**config.mk**
```make
export PLATFORM = sky130hd
export DESIGN_NAME = ddr_gearbox
export DESIGN_NICKNAME = d
export VERILOG_FILES = /design/src/rtl/gb_pkg.sv /design/src/rtl/gb_ctrl.sv /design/src/rtl/gb_datapath.sv /design/src/rtl/ddr_gearbox.sv
export SDC_FILE = /design/constraint.sdc
export NUM_CORES = 1
export LEC_CHECK = 0
export ABC_AREA = 1
export BUFFER_PORTS_ARGS = -buffer_cell sky130_fd_sc_hd__buf_2
export CORE_AREA = 2 2 89 91
export DETAILED_ROUTE_END_ITERATION = 8
export DIE_AREA = 0 0 91 93
export HOLD_SLACK_MARGIN = 0.03
export PLACE_DENSITY_LB_ADDON = 0.05
export SLEW_MARGIN = 20
export SYNTH_ARGS = -nofsm -noshare
export SYNTH_HDL_FRONTEND = slang
export SYNTH_SLANG_ARGS = --single-unit
```
**constraint.sdc**
```tcl
create_clock -name clk -period 1.5 [get_ports clk]
set_input_delay 0.15 -clock clk [delete_from_list [all_inputs] [get_ports clk]]
set_output_delay 0.15 -clock clk [all_outputs]
set_load 0.005 [all_outputs]
```
**src/rtl/gb_pkg.sv**
```systemverilog
package gb_pkg;
  localparam int MAX_WORDS = 4;
  localparam int CNT_W = $clog2(MAX_WORDS);

  typedef enum logic [1:0] {PH_IDLE, PH_PRE, PH_DATA, PH_POST} rdPhase_t;

  typedef struct packed {
    logic loadRd;
    logic drvData;
    logic wrCapture;
    logic wrLast;
  } gbStrobe_t;

  function automatic logic [CNT_W-1:0] lastIdxFor(input logic [1:0] sel);
    case (sel)
      2'd0: lastIdxFor = CNT_W'(0);
      2'd1: lastIdxFor = CNT_W'(1);
      default: lastIdxFor = CNT_W'(MAX_WORDS - 1);
    endcase
  endfunction
endpackage

```
**src/rtl/gb_ctrl.sv**
```systemverilog
module gb_ctrl
  import gb_pkg::*;
(
  input  logic        clk,
  input  logic        rstN,
  input  logic [1:0]  blSel,
  input  logic        rdStart,
  input  logic        dqsInActive,
  output gbStrobe_t   stb,
  output logic        coreRdReq,
  output logic        dqsOutRise,
  output logic        dqsOutFall,
  output logic        oeRise,
  output logic        oeFall
);
  rdPhase_t phase;
  logic [CNT_W-1:0] rdCnt, rdLastIdx;
  logic [CNT_W-1:0] wrCnt, wrLastIdx, wrIdxNow;
  logic rdAtEnd;

  assign rdAtEnd = (rdCnt == rdLastIdx);
  assign wrIdxNow = (wrCnt == '0) ? lastIdxFor(blSel) : wrLastIdx;

  always_comb begin
    stb.loadRd    = (phase == PH_PRE) || ((phase == PH_DATA) && !rdAtEnd);
    stb.drvData   = (phase == PH_DATA);
    stb.wrCapture = dqsInActive;
    stb.wrLast    = (wrCnt == wrIdxNow);
  end

  assign coreRdReq  = stb.loadRd;
  assign oeRise     = (phase != PH_IDLE);
  assign oeFall     = (phase == PH_PRE) || (phase == PH_DATA);
  assign dqsOutRise = (phase == PH_DATA);
  assign dqsOutFall = 1'b0;

  // read sequencer
  always_ff @(posedge clk) begin
    if (!rstN) begin
      phase     <= PH_IDLE;
      rdCnt     <= '0;
      rdLastIdx <= '0;
    end else begin
      case (phase)
        PH_IDLE: if (rdStart) begin
          phase     <= PH_PRE;
          rdLastIdx <= lastIdxFor(blSel);
        end
        PH_PRE: begin
          phase <= PH_DATA;
          rdCnt <= '0;
        end
        PH_DATA: begin
          if (rdAtEnd) phase <= PH_POST;
          else         rdCnt <= rdCnt + 1'b1;
        end
        default: phase <= PH_IDLE;
      endcase
    end
  end

  // write word counter
  always_ff @(posedge clk) begin
    if (!rstN) begin
      wrCnt     <= '0;
      wrLastIdx <= '0;
    end else if (dqsInActive) begin
      wrLastIdx <= wrIdxNow;
      wrCnt     <= stb.wrLast ? '0 : wrCnt + 1'b1;
    end
  end

  p_pre_to_data_r6: assert property (@(posedge clk) disable iff (!rstN)
    phase == PH_PRE |=> phase == PH_DATA);
  p_post_to_idle_r9: assert property (@(posedge clk) disable iff (!rstN)
    phase == PH_POST |=> phase == PH_IDLE);
  p_req_in_window_r8: assert property (@(posedge clk) disable iff (!rstN)
    coreRdReq |-> (phase == PH_PRE || phase == PH_DATA));
  p_busy_ignores_start_r10: assert property (@(posedge clk) disable iff (!rstN)
    (phase != PH_IDLE && rdStart) |=> phase != PH_PRE);
  p_len_held_r5: assert property (@(posedge clk) disable iff (!rstN)
    (phase == PH_DATA) |=> $stable(rdLastIdx));
endmodule

```
**src/rtl/gb_datapath.sv**
```systemverilog
module gb_datapath
  import gb_pkg::*;
#(
  parameter int BEAT_W = 16,
  localparam int BYTES = BEAT_W / 8,
  localparam int WORD_W = 2 * BEAT_W
) (
  input  logic                clk,
  input  logic                rstN,
  input  gbStrobe_t           stb,
  input  logic [WORD_W-1:0]   coreRdData,
  output logic [BEAT_W-1:0]   dqOutRise,
  output logic [BEAT_W-1:0]   dqOutFall,
  input  logic [BEAT_W-1:0]   dqInRise,
  input  logic [BEAT_W-1:0]   dqInFall,
  input  logic [BYTES-1:0]    dmInRise,
  input  logic [BYTES-1:0]    dmInFall,
  output logic [WORD_W-1:0]   coreWrData,
  output logic [2*BYTES-1:0]  coreWrBe,
  output logic                coreWrValid,
  output logic                coreWrLast
);
  logic [WORD_W-1:0] rdHold;
  logic [2*BYTES-1:0] beNext;

  always_ff @(posedge clk) begin
    if (!rstN) rdHold <= '0;
    else if (stb.loadRd) rdHold <= coreRdData;
  end

  assign dqOutRise = stb.drvData ? rdHold[BEAT_W-1:0]      : '0;
  assign dqOutFall = stb.drvData ? rdHold[WORD_W-1:BEAT_W] : '0;

  for (genvar b = 0; b < BYTES; b++) begin : g_lane
    assign beNext[b]         = ~dmInRise[b];
    assign beNext[BYTES + b] = ~dmInFall[b];
  end

  always_ff @(posedge clk) begin
    if (!rstN) begin
      coreWrData  <= '0;
      coreWrBe    <= '0;
      coreWrValid <= 1'b0;
      coreWrLast  <= 1'b0;
    end else begin
      coreWrValid <= stb.wrCapture;
      coreWrLast  <= stb.wrCapture && stb.wrLast;
      if (stb.wrCapture) begin
        coreWrData <= {dqInFall, dqInRise};
        coreWrBe   <= beNext;
      end
    end
  end

  p_valid_follows_strobe_r2: assert property (@(posedge clk) disable iff (!rstN)
    stb.wrCapture |=> coreWrValid);
  p_no_valid_idle_r2: assert property (@(posedge clk) disable iff (!rstN)
    !stb.wrCapture |=> !coreWrValid);
  p_last_needs_valid_r4: assert property (@(posedge clk) disable iff (!rstN)
    coreWrLast |-> coreWrValid);
  p_quiet_pins_r11: assert property (@(posedge clk) disable iff (!rstN)
    !stb.drvData |-> (dqOutRise == '0 && dqOutFall == '0));
endmodule

```
**src/rtl/ddr_gearbox.sv**
```systemverilog
module ddr_gearbox
  import gb_pkg::*;
#(
  parameter int BEAT_W = 16,
  localparam int BYTES = BEAT_W / 8,
  localparam int WORD_W = 2 * BEAT_W
) (
  input  logic                clk,
  input  logic                rstN,
  input  logic [1:0]          blSel,
  input  logic                rdStart,
  input  logic [WORD_W-1:0]   coreRdData,
  output logic                coreRdReq,
  output logic [BEAT_W-1:0]   dqOutRise,
  output logic [BEAT_W-1:0]   dqOutFall,
  output logic                dqsOutRise,
  output logic                dqsOutFall,
  output logic                oeRise,
  output logic                oeFall,
  input  logic                dqsInActive,
  input  logic [BEAT_W-1:0]   dqInRise,
  input  logic [BEAT_W-1:0]   dqInFall,
  input  logic [BYTES-1:0]    dmInRise,
  input  logic [BYTES-1:0]    dmInFall,
  output logic [WORD_W-1:0]   coreWrData,
  output logic [2*BYTES-1:0]  coreWrBe,
  output logic                coreWrValid,
  output logic                coreWrLast
);
  gbStrobe_t stb;

  gb_ctrl ctrl_i (
    .clk(clk), .rstN(rstN), .blSel(blSel), .rdStart(rdStart),
    .dqsInActive(dqsInActive), .stb(stb), .coreRdReq(coreRdReq),
    .dqsOutRise(dqsOutRise), .dqsOutFall(dqsOutFall),
    .oeRise(oeRise), .oeFall(oeFall)
  );

  gb_datapath #(.BEAT_W(BEAT_W)) dp_i (
    .clk(clk), .rstN(rstN), .stb(stb), .coreRdData(coreRdData),
    .dqOutRise(dqOutRise), .dqOutFall(dqOutFall),
    .dqInRise(dqInRise), .dqInFall(dqInFall),
    .dmInRise(dmInRise), .dmInFall(dmInFall),
    .coreWrData(coreWrData), .coreWrBe(coreWrBe),
    .coreWrValid(coreWrValid), .coreWrLast(coreWrLast)
  );

  p_strobe_inside_drive_r7: assert property (@(posedge clk) disable iff (!rstN)
    dqsOutRise |-> (oeRise && oeFall));
  p_fall_drive_needs_rise_r9: assert property (@(posedge clk) disable iff (!rstN)
    oeFall |-> oeRise);
endmodule

```
Word level (Yosys, flattened, before mapping). Index checks and enable logic that the tools add are counted.

Output and inout port bits: 75. Input port bits: 74. Register bits: 80.

Eq/ne operators: 8. Multiplexer cells: 10. Bitwise operators: 4. Add/subtract/negate cells: 2. Reduce and logical (&&, ||, !) cells: 13.

Operators with widths (number): two-way mux 16 bit (2); two-way mux 2 bit (5); case mux 2 bit (2 select lines) (2); zero test 2 bit (3); case mux 2 bit (3 select lines) (1); AND reduction 2 bit (3); adder 2 x 1 -> 2 bit, second input constant (2); == test 2 x 1 -> 1 bit, second input constant (2); == test 2 bit (2); inequality test 2 bit, second input constant (2); inverter 1 bit (4); nonzero test 2 bit (2); == test 2 bit, second input constant (1); logical AND 1 bit (2); logical OR 1 bit (2); inequality test 2 x 1 -> 1 bit, second input constant (1); zero test 1 bit (1).

Depth between registers and ports, before layout.
Depth in word-level cells: 5. Mapped depth: 10. Gate-level depth less buffers: 10.

By module. A second synthesis with hierarchy kept.

Cell total of the unflattened synthesis: 592. Area total of the unflattened synthesis: 3738.6 µm².

Modules (own cells, without submodules): gb_datapath (area each 3115.5 µm², times used 1, cells each 500); gb_ctrl (area each 623.1 µm², times used 1, cells each 92).

Least setup slack after synthesis. No wires, ideal clock.

Path type: reg2reg. Start point: reg ctrl_i.phase[1]. End point: reg dp_i.rdHold[24]. Path slack: 108 ps. Required time: 1385 ps. Library setup time: 115 ps. Clock period less this slack: 1392 ps. Buffers on the path: 2. Cell stages (with the launch flop): 9. Arrival time: 1277 ps. Cells stage by stage: dfxtp_1 inv_1 ha_1 inv_1 buf_2 buf_1 nand3b_1 nand2_1 nor2_1.

Word-level cells in the longest chain between the ends: 3.

RTL lines: start, declared (RTL line gb_ctrl.sv:16) `rdPhase_t phase;`; start signal, assigned (RTL line gb_ctrl.sv:40) `phase <= PH_IDLE;`; start signal, assigned (RTL line gb_ctrl.sv:46) `phase <= PH_PRE;`; start signal, assigned (RTL line gb_ctrl.sv:50) `phase <= PH_DATA;`; == test 2 bit (RTL line gb_ctrl.sv:25) `stb.loadRd = (phase == PH_PRE) || ((phase == PH_DATA) && !rdAtEnd);`; logical AND 1 bit (RTL line gb_ctrl.sv:25); logical OR 1 bit (*) (RTL line gb_ctrl.sv:25); end signal, assigned (RTL line gb_datapath.sv:28) `else if (stb.loadRd) rdHold <= coreRdData;`; end, declared (RTL line gb_datapath.sv:23) `logic [WORD_W-1:0] rdHold;`.

Every way passes the cells marked *; elsewhere a longest branch is shown, timed or not. A chain may end at the register's enable or synchronous reset.

Final worst setup path.
Start point: reg ctrl_i.phase[1]. End point: out dqOutRise[0].

Word-level cells in the longest chain between the ends: 2.

RTL lines: == test 2 bit (RTL line gb_ctrl.sv:26) `stb.drvData = (phase == PH_DATA);`; two-way mux 16 bit (RTL line gb_datapath.sv:31) `assign dqOutRise = stb.drvData ? rdHold[BEAT_W-1:0] : '0;`; end, declared (RTL line ddr_gearbox.sv:14) `output logic [BEAT_W-1:0] dqOutRise,`.

No other way between the ends.

==> metrics.md <==
| Metric | Value |
|---|---|
| Synth Cell Area | `3510 sq um` |
| Worst EP arrival | `around 1.4 ns` |
| Cts bufs inserted | `9` |
| First-pass GRT wire length | `~16 mm` |
| DR top layer | `met4` |
| Clock Skew | `approximately 0.0097 ns` |
| RSZ-0062 raised after global routing | `yes` |
| Critical path type | `reg2out` |
| Die X | `slightly above 90 um` |
| Hold endpoint | `dp_i.coreWrData[10]$_SDFFE_PN0P_` |
| Post-DRT Antenna Nets | `0` |
| Req. time, crit path | `around 1.4 ns` |
| Vias in the first global route | `between 3000 and 4000` |
| Metal3 WL | `between 500 and 600 um` |
| Overflow after GRT | `0` |
| Yosys top cell area share | `0.456` |
| Die area | `8460 sq um` |
| P&R area growth vs syn | `52.0%` |
| Failing checks | `negative setup slack` |
| WL per Instance | `between 10 and 15 um` |
| Cell Area, Placed | `4330 sq um` |
| Worst Reg-to-Reg Cells | `7` |
| Clock Tree Root | `clkbuf_8` |
| CTS tree | `done` |
| Largest net degree at the start of global routing | `43` |
| Core Util, Final | `0.709` |
| Routed length on met1 | `roughly 4.2 mm` |
| Skew-Pair Late Insertion Delay | `approximately 0.34 ns` |
| Ys Warns | `0` |
| End of the worst register-to-register path | `dp_i.rdHold[29]$_SDFFE_PN0P_` |
| Synth Instances | `between 400 and 500` |
| Cell variety after synth | `22` |
| Row count | `32` |
| Diodes inserted | `0` |
| Final hold vios | `0` |
| Clock Path Buffers | `2` |
| Hold WC Path Type | `in2reg` |
| Synthesized Nets | `about 570` |
| Residual DRC | `0` |
| Fin cells | `793` |
| Clk sinks | `80` |
| CTS HTree Levels | `3` |
| Post-synthesis sequential area ratio | `0.456` |
| Max-cap violations | `0` |
| Initial antenna violation count | `0` |
| Minimum clock period | `about 1.5 ns` |
| Startpoint Class | `flop` |
| Fin area | `~5300 sq um` |
| WL met2 | `approximately 4.9 mm` |
| Routed wire length | `9.80 mm` |
| Fmax | `about 0.66 GHz` |
| Placed cells | `a little over 700` |
| Peak supply drop | `between 0.0007 and 0.0008 V` |
| Min-delay src | `dqInRise[10]` |
| Status | `finished with violations` |
| Initial DRC Count | `between 150 and 200` |
| R2R Path Start | `ctrl_i.phase[0]$_SDFFE_PN0P_` |
| GPL Wtd Cong | `between 0.7 and 0.8` |
| Final worst slack | `-0.0167 ns` |
| Total number of vias | `roughly 3800` |
| Vias per cell | `approximately 4.7` |
| Leak | `0.00295 uW` |
| Die height | `slightly above 90 um` |
| R2R Setup Slk | `~0.060 ns` |
| Initial Utilization | `0.467` |
| Power Density | `1520 nW/um^2` |
| Post-DP HPWL | `5.61 mm` |
| Part of the cycle the worst path needs | `1.01` |
| Clk pin slew, worst setup/hold paths | `around 0.080 ns` |
| Top cells by area, synth | `dfxtp_1 (46%), nor2_1 (12%), nand2_1 (9.3%)` |
| CP Max Fanout | `8` |
| Drt first pass iters | `4` |
| Layout cells sized above 1 | `0.323` |
| Final Setup Violations | `5` |
| Max-slew violations | `0` |
| Core area | `7530 sq um` |
| GRT Util Overall | `0.225` |
| Flops & latches, synth | `80` |
| Nets@finish | `around 770` |
| PortBufs | `between 100 and 150` |
| Ports | `about 150` |
| Hold depth | `3` |
| Mean post-synth cell area | `7.14 sq um` |
| Crit. End Element | `output pin` |
| Final hold slack | `~0.035 ns` |
| Yosys top cell by area | `dfxtp_1` |
[synthesized netlist by cell type (all sizes together)]
cell    instances
buf            23
nand2          89
a31oi           1
o21bai          1
ha              5
or2             1
nand3b         33
nor2          108
nand3           5
clkinv          1
o21ai          42
inv            46
conb            1
dfxtp          80
xnor2           2
a21oi          42
clkbuf         12
[final cells by class]
type,count,area [sq um]
Multi-Input combinational cell,330,1660
Tap cell,102,128
Inverter,47,178
Clock inverter,5,81.3
Fill cell,641,2190
Sequential cell,80,1610
Timing Repair Buffer,218,1550
Clock buffer,11,131
[worst max-delay path, cell delays in order, from the launching register on]
cell       delay, ns
dfxtp_4         0.38
ha_4            0.25
clkbuf_16       0.20
nand2_2         0.06
inv_2           0.04
buf_2           0.10
[timing repair]
| item | 4_1_cts | 5_1_grt |
|---|---|---|
| setup endpoints to repair | 34 | 43 |
| hold endpoints to repair | 49 | 0 |
| gates cloned | 2 | 1 |
| resized for setup | 18 | 41 |
| buffers inserted | 3 | 2 |
| pin swaps | 1 | 7 |
| hold buffers | 49 | 0 |
[per-stage QoR]
step | TNS [ns] | power [uW] | setup WS [ns]
after global placement | 0 | 5510 | 0.142
final | -0.0356 | 8140 | -0.0167
after global routing | -1.43 | 8720 | -0.0698
after floorplan | 0 | 4800 | 0.108
after detailed placement | 0 | 5590 | 0.0967
after CTS | -0.000381 | 7830 | -0.000381
[cell usage in the layout (no fill, tap or decap), types with 3 or more instances in the layout]
| master | instances |
|---|---|
| a21oi_1 | 34 |
| a21oi_2 | 7 |
| buf_12 | 5 |
| buf_2 | 141 |
| buf_4 | 14 |
| buf_6 | 6 |
| clkbuf_8 | 9 |
| dfxtp_1 | 77 |
| dlygate4sd3_1 | 49 |
| ha_1 | 3 |
| inv_1 | 34 |
| inv_2 | 11 |
| nand2_1 | 76 |
| nand2_2 | 6 |
| nand2_4 | 7 |
| nand3_1 | 5 |
| nand3b_1 | 33 |
| nor2_1 | 107 |
| o21ai_0 | 42 |
[layer usage]
metal | global-route usage | up-vias
li1 | - | 1923
met1 | 0.269 | 1721
met2 | 0.400 | 99
met3 | 0.0475 | 14
met4 | 0.0821 | 0
met5 | 0 | -
[cell families (layout without fill, tap and decap cells)]
logic type               after synthesis  count (layout)  synth area share
other                                  1               1           0.00107
AO/OA/AOI/OAI                         86              86             0.124
flip-flops                            80              80             0.456
AND/OR/NAND/NOR                      236             236             0.293
XOR/XNOR                               2               2           0.00499
buffers and inverters                 82             281             0.104
adder cells (fa/ha/maj)                5               5            0.0178
[power by group]
part / switching, uW / internal, uW
clock network: 780 / 940
logic: 1740 / 1730
registers: 301 / 2650
[worst max path at each step]
stage                            startpoint                            to  cells after the start
2_1_floorplan  ctrl_i.phase[1]$_SDFFE_PN0P_  dp_i.rdHold[24]$_SDFFE_PN0P_                      8
3_3_place_gp   ctrl_i.phase[0]$_SDFFE_PN0P_  ctrl_i.rdCnt[1]$_SDFFE_PN0P_                      9
3_5_place_dp   ctrl_i.phase[0]$_SDFFE_PN0P_  ctrl_i.rdCnt[1]$_SDFFE_PN0P_                      9
4_1_cts        ctrl_i.phase[0]$_SDFFE_PN0P_                  dqOutRise[6]                      6
5_1_grt        ctrl_i.phase[0]$_SDFFE_PN0P_                 dqOutFall[12]                      6
6_report       ctrl_i.phase[1]$_SDFFE_PN0P_                  dqOutRise[0]                      5
[flip-flops by register name, summed over array words and instances, names as in the netlist]
name / count
ctrl_i.phase: 2
ctrl_i.rdCnt: 2
ctrl_i.rdLastIdx: 2
ctrl_i.wrCnt: 2
ctrl_i.wrLastIdx: 2
dp_i.coreWrBe: 4
dp_i.coreWrData: 32
dp_i.coreWrLast: 1
dp_i.coreWrValid: 1
dp_i.rdHold: 32
No activity file was read; power rests on OpenSTA's default activity.
